==> config.mk <==
export PLATFORM = sky130hd
export DESIGN_NAME = dbg_halt_ctl
export DESIGN_NICKNAME = d
export VERILOG_FILES = /design/src/rtl/dbg_halt_ctl.sv
export SDC_FILE = /design/constraint.sdc
export NUM_CORES = 1
export LEC_CHECK = 0
export BUFFER_PORTS_ARGS = -buffer_cell sky130_fd_sc_hd__buf_2
export CAP_MARGIN = 0
export CORE_AREA = 2 2 39 41
export CTS_CLUSTER_SIZE = 20
export DETAILED_ROUTE_END_ITERATION = 10
export DIE_AREA = 0 0 41 43
export GPL_TIMING_DRIVEN = 0
export HOLD_SLACK_MARGIN = 0.05
export PLACE_DENSITY_LB_ADDON = 0.2
export REMOVE_ABC_BUFFERS = 1
export SETUP_SLACK_MARGIN = 0.15
export SLEW_MARGIN = 20
export SYNTH_ARGS = -nofsm -noshare
export SYNTH_HDL_FRONTEND = slang
export SYNTH_SLANG_ARGS = --single-unit
==> constraint.sdc <==
create_clock -name clk -period 0.9 [get_ports clk]
set_clock_uncertainty 0.15 [all_clocks]
set_input_delay 0.225 -clock clk [delete_from_list [all_inputs] [get_ports clk]]
set_output_delay 0.225 -clock clk [all_outputs]
set_load 0.02 [all_outputs]
==> src/rtl/dbg_halt_ctl.sv <==
module dbg_halt_ctl #(
  parameter int CTRL_W = 8
) (
  input  logic              clk,
  input  logic              rst_n,
  input  logic              host_wr,
  input  logic [CTRL_W-1:0] host_wdata,
  output logic [CTRL_W-1:0] ctrl_rd,
  input  logic              brk_insn,
  input  logic              hw_brk_hit,
  input  logic              insn_retired,
  input  logic              stop_mode,
  output logic              cpu_run,
  output logic              cpu_repeat,
  output logic              trap_req,
  output logic              halted,
  output logic              sys_clk_en
);

  localparam int B_STEP  = 0;
  localparam int B_STOPK = 2;
  localparam int B_EN    = 3;
  localparam int B_BH    = 4;
  localparam int B_HALT  = 5;

  logic step_q, stopk_q, en_q, bh_q, halt_q, trap_q, rep_q;

  wire brk_evt  = brk_insn | hw_brk_hit;
  wire evt_trap = brk_evt & ~en_q;
  wire evt_halt = brk_evt & en_q & bh_q;
  wire evt_loop = brk_evt & en_q & ~bh_q;

  always_ff @(posedge clk or negedge rst_n) begin
    if (!rst_n) begin
      step_q  <= 1'b0;
      stopk_q <= 1'b0;
      en_q    <= 1'b0;
      bh_q    <= 1'b0;
      halt_q  <= 1'b0;
      trap_q  <= 1'b0;
      rep_q   <= 1'b0;
    end else begin
      trap_q <= evt_trap;
      rep_q  <= evt_loop;
      if (host_wr) begin
        stopk_q <= host_wdata[B_STOPK];
        en_q    <= host_wdata[B_EN];
        bh_q    <= host_wdata[B_BH];
        halt_q  <= host_wdata[B_HALT] | evt_halt;
        step_q  <= host_wdata[B_STEP] & host_wdata[B_HALT] & halt_q;
      end else begin
        if (evt_halt)
          halt_q <= 1'b1;
        if (step_q && insn_retired)
          step_q <= 1'b0;
      end
    end
  end

  always_comb begin
    ctrl_rd          = '0;
    ctrl_rd[B_STEP]  = step_q;
    ctrl_rd[B_STOPK] = stopk_q;
    ctrl_rd[B_EN]    = en_q;
    ctrl_rd[B_BH]    = bh_q;
    ctrl_rd[B_HALT]  = halt_q;
  end

  assign cpu_run    = ~halt_q | step_q;
  assign halted     = halt_q;
  assign trap_req   = trap_q;
  assign cpu_repeat = rep_q;
  assign sys_clk_en = ~stop_mode | stopk_q;

  assert_trap_cause_R2: assert property (@(posedge clk) disable iff (!rst_n)
    trap_req |-> $past(brk_evt && !en_q));

  assert_halt_entry_R3: assert property (@(posedge clk) disable iff (!rst_n)
    $rose(halt_q) |-> $past(evt_halt || (host_wr && host_wdata[B_HALT])));

  assert_repeat_cause_R4: assert property (@(posedge clk) disable iff (!rst_n)
    cpu_repeat |-> $past(brk_evt && en_q && !bh_q));

  assert_pulse_excl_R5: assert property (@(posedge clk) disable iff (!rst_n)
    $onehot0({trap_req, cpu_repeat}));

  assert_step_done_R6: assert property (@(posedge clk) disable iff (!rst_n)
    (step_q && insn_retired && !host_wr) |=> (!step_q && halt_q && !cpu_run));

  assert_step_needs_halt_R7: assert property (@(posedge clk) disable iff (!rst_n)
    step_q |-> halt_q);

  assert_halt_exit_R8: assert property (@(posedge clk) disable iff (!rst_n)
    $fell(halt_q) |-> $past(host_wr && !host_wdata[B_HALT]));

endmodule

# After elaboration in Yosys (flattened, before gate mapping)
# Index checks and enable logic that the tools add are counted.
[op_classes] mux=4 n_bitwise=14 reduce_logical=3
[op_table] operator="bitwise AND 1 bit" n=6
[op_table] operator="two-way mux 1 bit" n=4
[op_table] operator="inverter 1 bit" n=4
[op_table] operator="bitwise OR 1 bit" n=4
[op_table] operator="nonzero test 2 bit" n=2
[op_table] operator="logical AND 1 bit" n=1
[totals] register_bits=7

# Depth between registers and ports, before layout
[logic_depth] depth_word=5 mapped_depth=3 depth_no_buf=2

# Worst setup path before layout
# Ideal clock, no wire load.
[synth_path] path_kind="register to output" start="register halt_q (netlist: halted)" end="output cpu_run" arrival_time_ns=0.678 required_ns=0.525 slack_ns=-0.153 stages_incl_launch_ff=2 path_cell_list="dfrtp_1 -> nand2b_1"
[synth_between] elab_chain_len=2
[synth_lines] element="from (decl)" line_no="26" source="logic step_q, stopk_q, en_q, bh_q, halt_q, trap_q, rep_q;"
[synth_lines] element="from (signal assigned)" line_no="49" source="halt_q <= host_wdata[B_HALT] | evt_halt;"
[synth_lines] element="inverter 1 bit" line_no="69" source="assign cpu_run = ~halt_q | step_q;"
[synth_lines] element="bitwise OR 1 bit" line_no="69"
[synth_lines] element="to (decl)" line_no="13" source="output logic cpu_run,"
# Every way passes these cells.

# Final worst setup path
[layout_path] start="register step_q" end="output cpu_run"
[layout_between] elab_chain_len=1
[layout_lines] element="from (decl)" line_no="26"
[layout_lines] element="from (signal assigned)" line_no="50" source="step_q <= host_wdata[B_STEP] & host_wdata[B_HALT] & halt_q;"
[layout_lines] element="bitwise OR 1 bit" line_no="69"
# Every way passes these cells.

==> summary.txt <==
Outcome
  • Outcome: finished, violations left
  • Failing checks: setup timing

Synthesis
  • Sequential area share after synthesis: 49.5%
  • Synthesized area per cell: 10.7 um^2
  • Synth warnings: 0
  • Synthesized cell area: 354 um^2
  • Register bit total from synthesis: 7
  • Synth unique cells: 12
  • Cells after synthesis: 33

Route
  • First drt pass iteration count: 1
  • Drt wl/cell: 9.50 um
  • Via count: 288
  • Vias per cell: 4.00
  • Iteration-0 DRC count of the detailed router: 0
  • DRC viols: 0
  • Final WL: slightly below 700 um
  • Final ANT Viol Nets: 0

Die
  • Die Wd: 41 um
  • I/O pins: 28
  • Die Ht: 43 um
  • Core area: between 0.001 and 0.0015 mm^2
  • Rows: 14
  • Starting density of the core: 25.6%
  • Die Area: 0.00176 mm^2

Global routing
  • Vias in the first global route: 226
  • First-pass GRT wire length: 883 um
  • GRT Total Usage: 7.89%
  • Largest net degree at the start of global routing: 8
  • Antenna violations before repair: 0
  • Grt total ovfl: 0

Clock network
  • Hold buffers post-CTS: 1
  • Clk_lat worst skew: 0.25 ns
  • Root buf cell: clkbuf_4
  • TritonCTS clock tree: built
  • CTS sink cnt: 7
  • CTS clk-pin slew, worst paths: around 0.050 ns
  • Num CTS Buffers: 3
  • Clock Tree Buf Depth: 2
  • H-tree Lvls: 1

STA
  • Fin crit share: 141%
  • Min cycle time layout: 1.27 ns
  • Fmax: 787 MHz
  • Final hold violations: 0
  • Final setup margin: -0.371 ns
  • # setup viols final: 15
  • RSZ-0062 raised after global routing: yes
  • Slew Viols, Final: 0
  • Setup_tns: -3.38 ns

Critical path
  • Worst setup EP type: output pin
  • Critical Path Source Type: register
  • Critical path's largest stage delay: just under 0.4 ns
  • Worst path required time: 0.52 ns
  • CP arrival: around 0.9 ns
  • Slowest cell on the critical path: dfrtp_1
  • Crit path cell chain: nand2b_4 -> buf_6
  • Kind of critical path: register to output pin
  • Crit Path Max Fanout: 3

Layout
  • Final #Nets: slightly above 70
  • Core Util, Final: 41.5%
  • Design area: 574 um^2
  • Diodes inserted: 0
  • Area grow syn2layout: 62.2%
  • Most common cell after layout, fill and taps aside: buf_2
  • Layout cells sized above 1: 64.3%
  • Commonest cells after routing, fill and taps aside: buf_2 (13), buf_6 (10), dfrtp_1 (6)

Power
  • Pleak: 0.294 nW
  • Maximum vdd drop: 0.761 mV
  • Power Dens Cells: about 1700 mW/mm^2

Placed design
  • Gp weighted congestion: ~0.58
  • Hpwl dp: 479 um
  • Number of port buffers: 21
  • Worst slack, placed: -0.129 ns
  • Post-place instance area: 415 um^2

Run
  • Max-Cap Viols: 0

Worst hold path
  • Hold Crit Class: primary input to register
-- worst max-delay path: cells and delay by family, from the launching register on --
kind                   cells  cell delay [ns]
flip-flops                 1             0.39
AND/OR/NAND/NOR            1             0.14
buffers and inverters      1             0.12
-- through the flow --
stage | instances | power, mW | hold WS (ns)
finish | 72 | 0.970 | 0.0442
global route | 72 | 1.03 | 0.0453
CTS | 71 | 0.975 | 0.0357
detailed placement | 63 | 0.568 | -0.0862
global placement | 63 | 0.567 | -0.0839
floorplan | 26 | 0.482 | -0.221
-- flip-flops by register name, summed over array words and instances, names as in the netlist --
| register | count |
|---|---|
| bh_q | 1 |
| cpu_repeat | 1 |
| en_q | 1 |
| halted | 1 |
| step_q | 1 |
| stopk_q | 1 |
| trap_req | 1 |
-- report_power, final --
group / switching, mW / internal, mW / total, mW
Combinational: 0.143 / 0.170 / 0.313
Clock: 0.111 / 0.169 / 0.280
Sequential: 0.0301 / 0.347 / 0.377
Total: 0.284 / 0.686 / 0.970
-- per-layer routing --
layer	GRT usage (%)	share of wire [%]	wire length [um]	up-vias
met2	9.38	49	338	15
li1	-	-	-	140
met4	6.00	0	0	0
met5	0	0	0	-
met1	9.87	39	269	133
met3	4.71	11	76	0
-- worst paths after layout --
check                      cells past startpoint     startpoint  slack, ns       to
setup / recovery                               2         step_q      -0.37  cpu_run
hold / removal                                 3  host_wdata[4]       0.04     bh_q
setup reg to reg                               2           en_q      -0.16     en_q
hold reg to reg                                2         step_q       0.41   step_q
max in group asynchronous                      2          rst_n       0.24   halted
min in group asynchronous                      2          rst_n       0.19   step_q
-- cell families after synthesis --
kind of cell | share of synthesized area (%)
buffers and inverters | 21.2
AND/OR/NAND/NOR | 11.3
flip-flops | 49.5
AO/OA/AOI/OAI | 5.65
multiplexers | 11.3
other | 1.06
-- synthesized netlist by cell type (all sizes together) --
master	number	area share, %
dfrtp	7	49
nor2	3	3.2
inv	1	1.1
nand2b	3	5.3
o21ai	4	5.7
nand2	1	1.1
conb	1	1.1
mux2	2	8.5
mux2i	1	2.8
nand4	1	1.8
buf	9	20
-- repair_timing --
item | in CTS | in global routing
setup endpoints to repair | 16 | 17
gates resized for setup | 26 | 4
setup buffers | 3 | 1
hold endpoints to repair | 10 | 1
pin swaps | 1 | 2
gates cloned | 0 | 0
-- cell type report --
cell class | count | area (um^2)
well taps | 16 | 20.0
fillers | 146 | 810
clock buffers | 4 | 26.3
inverters | 1 | 3.75
multi-input cells | 18 | 145
flip-flops and latches | 7 | 176
repair buffers | 26 | 203
(Power assumes the default switching activity.)
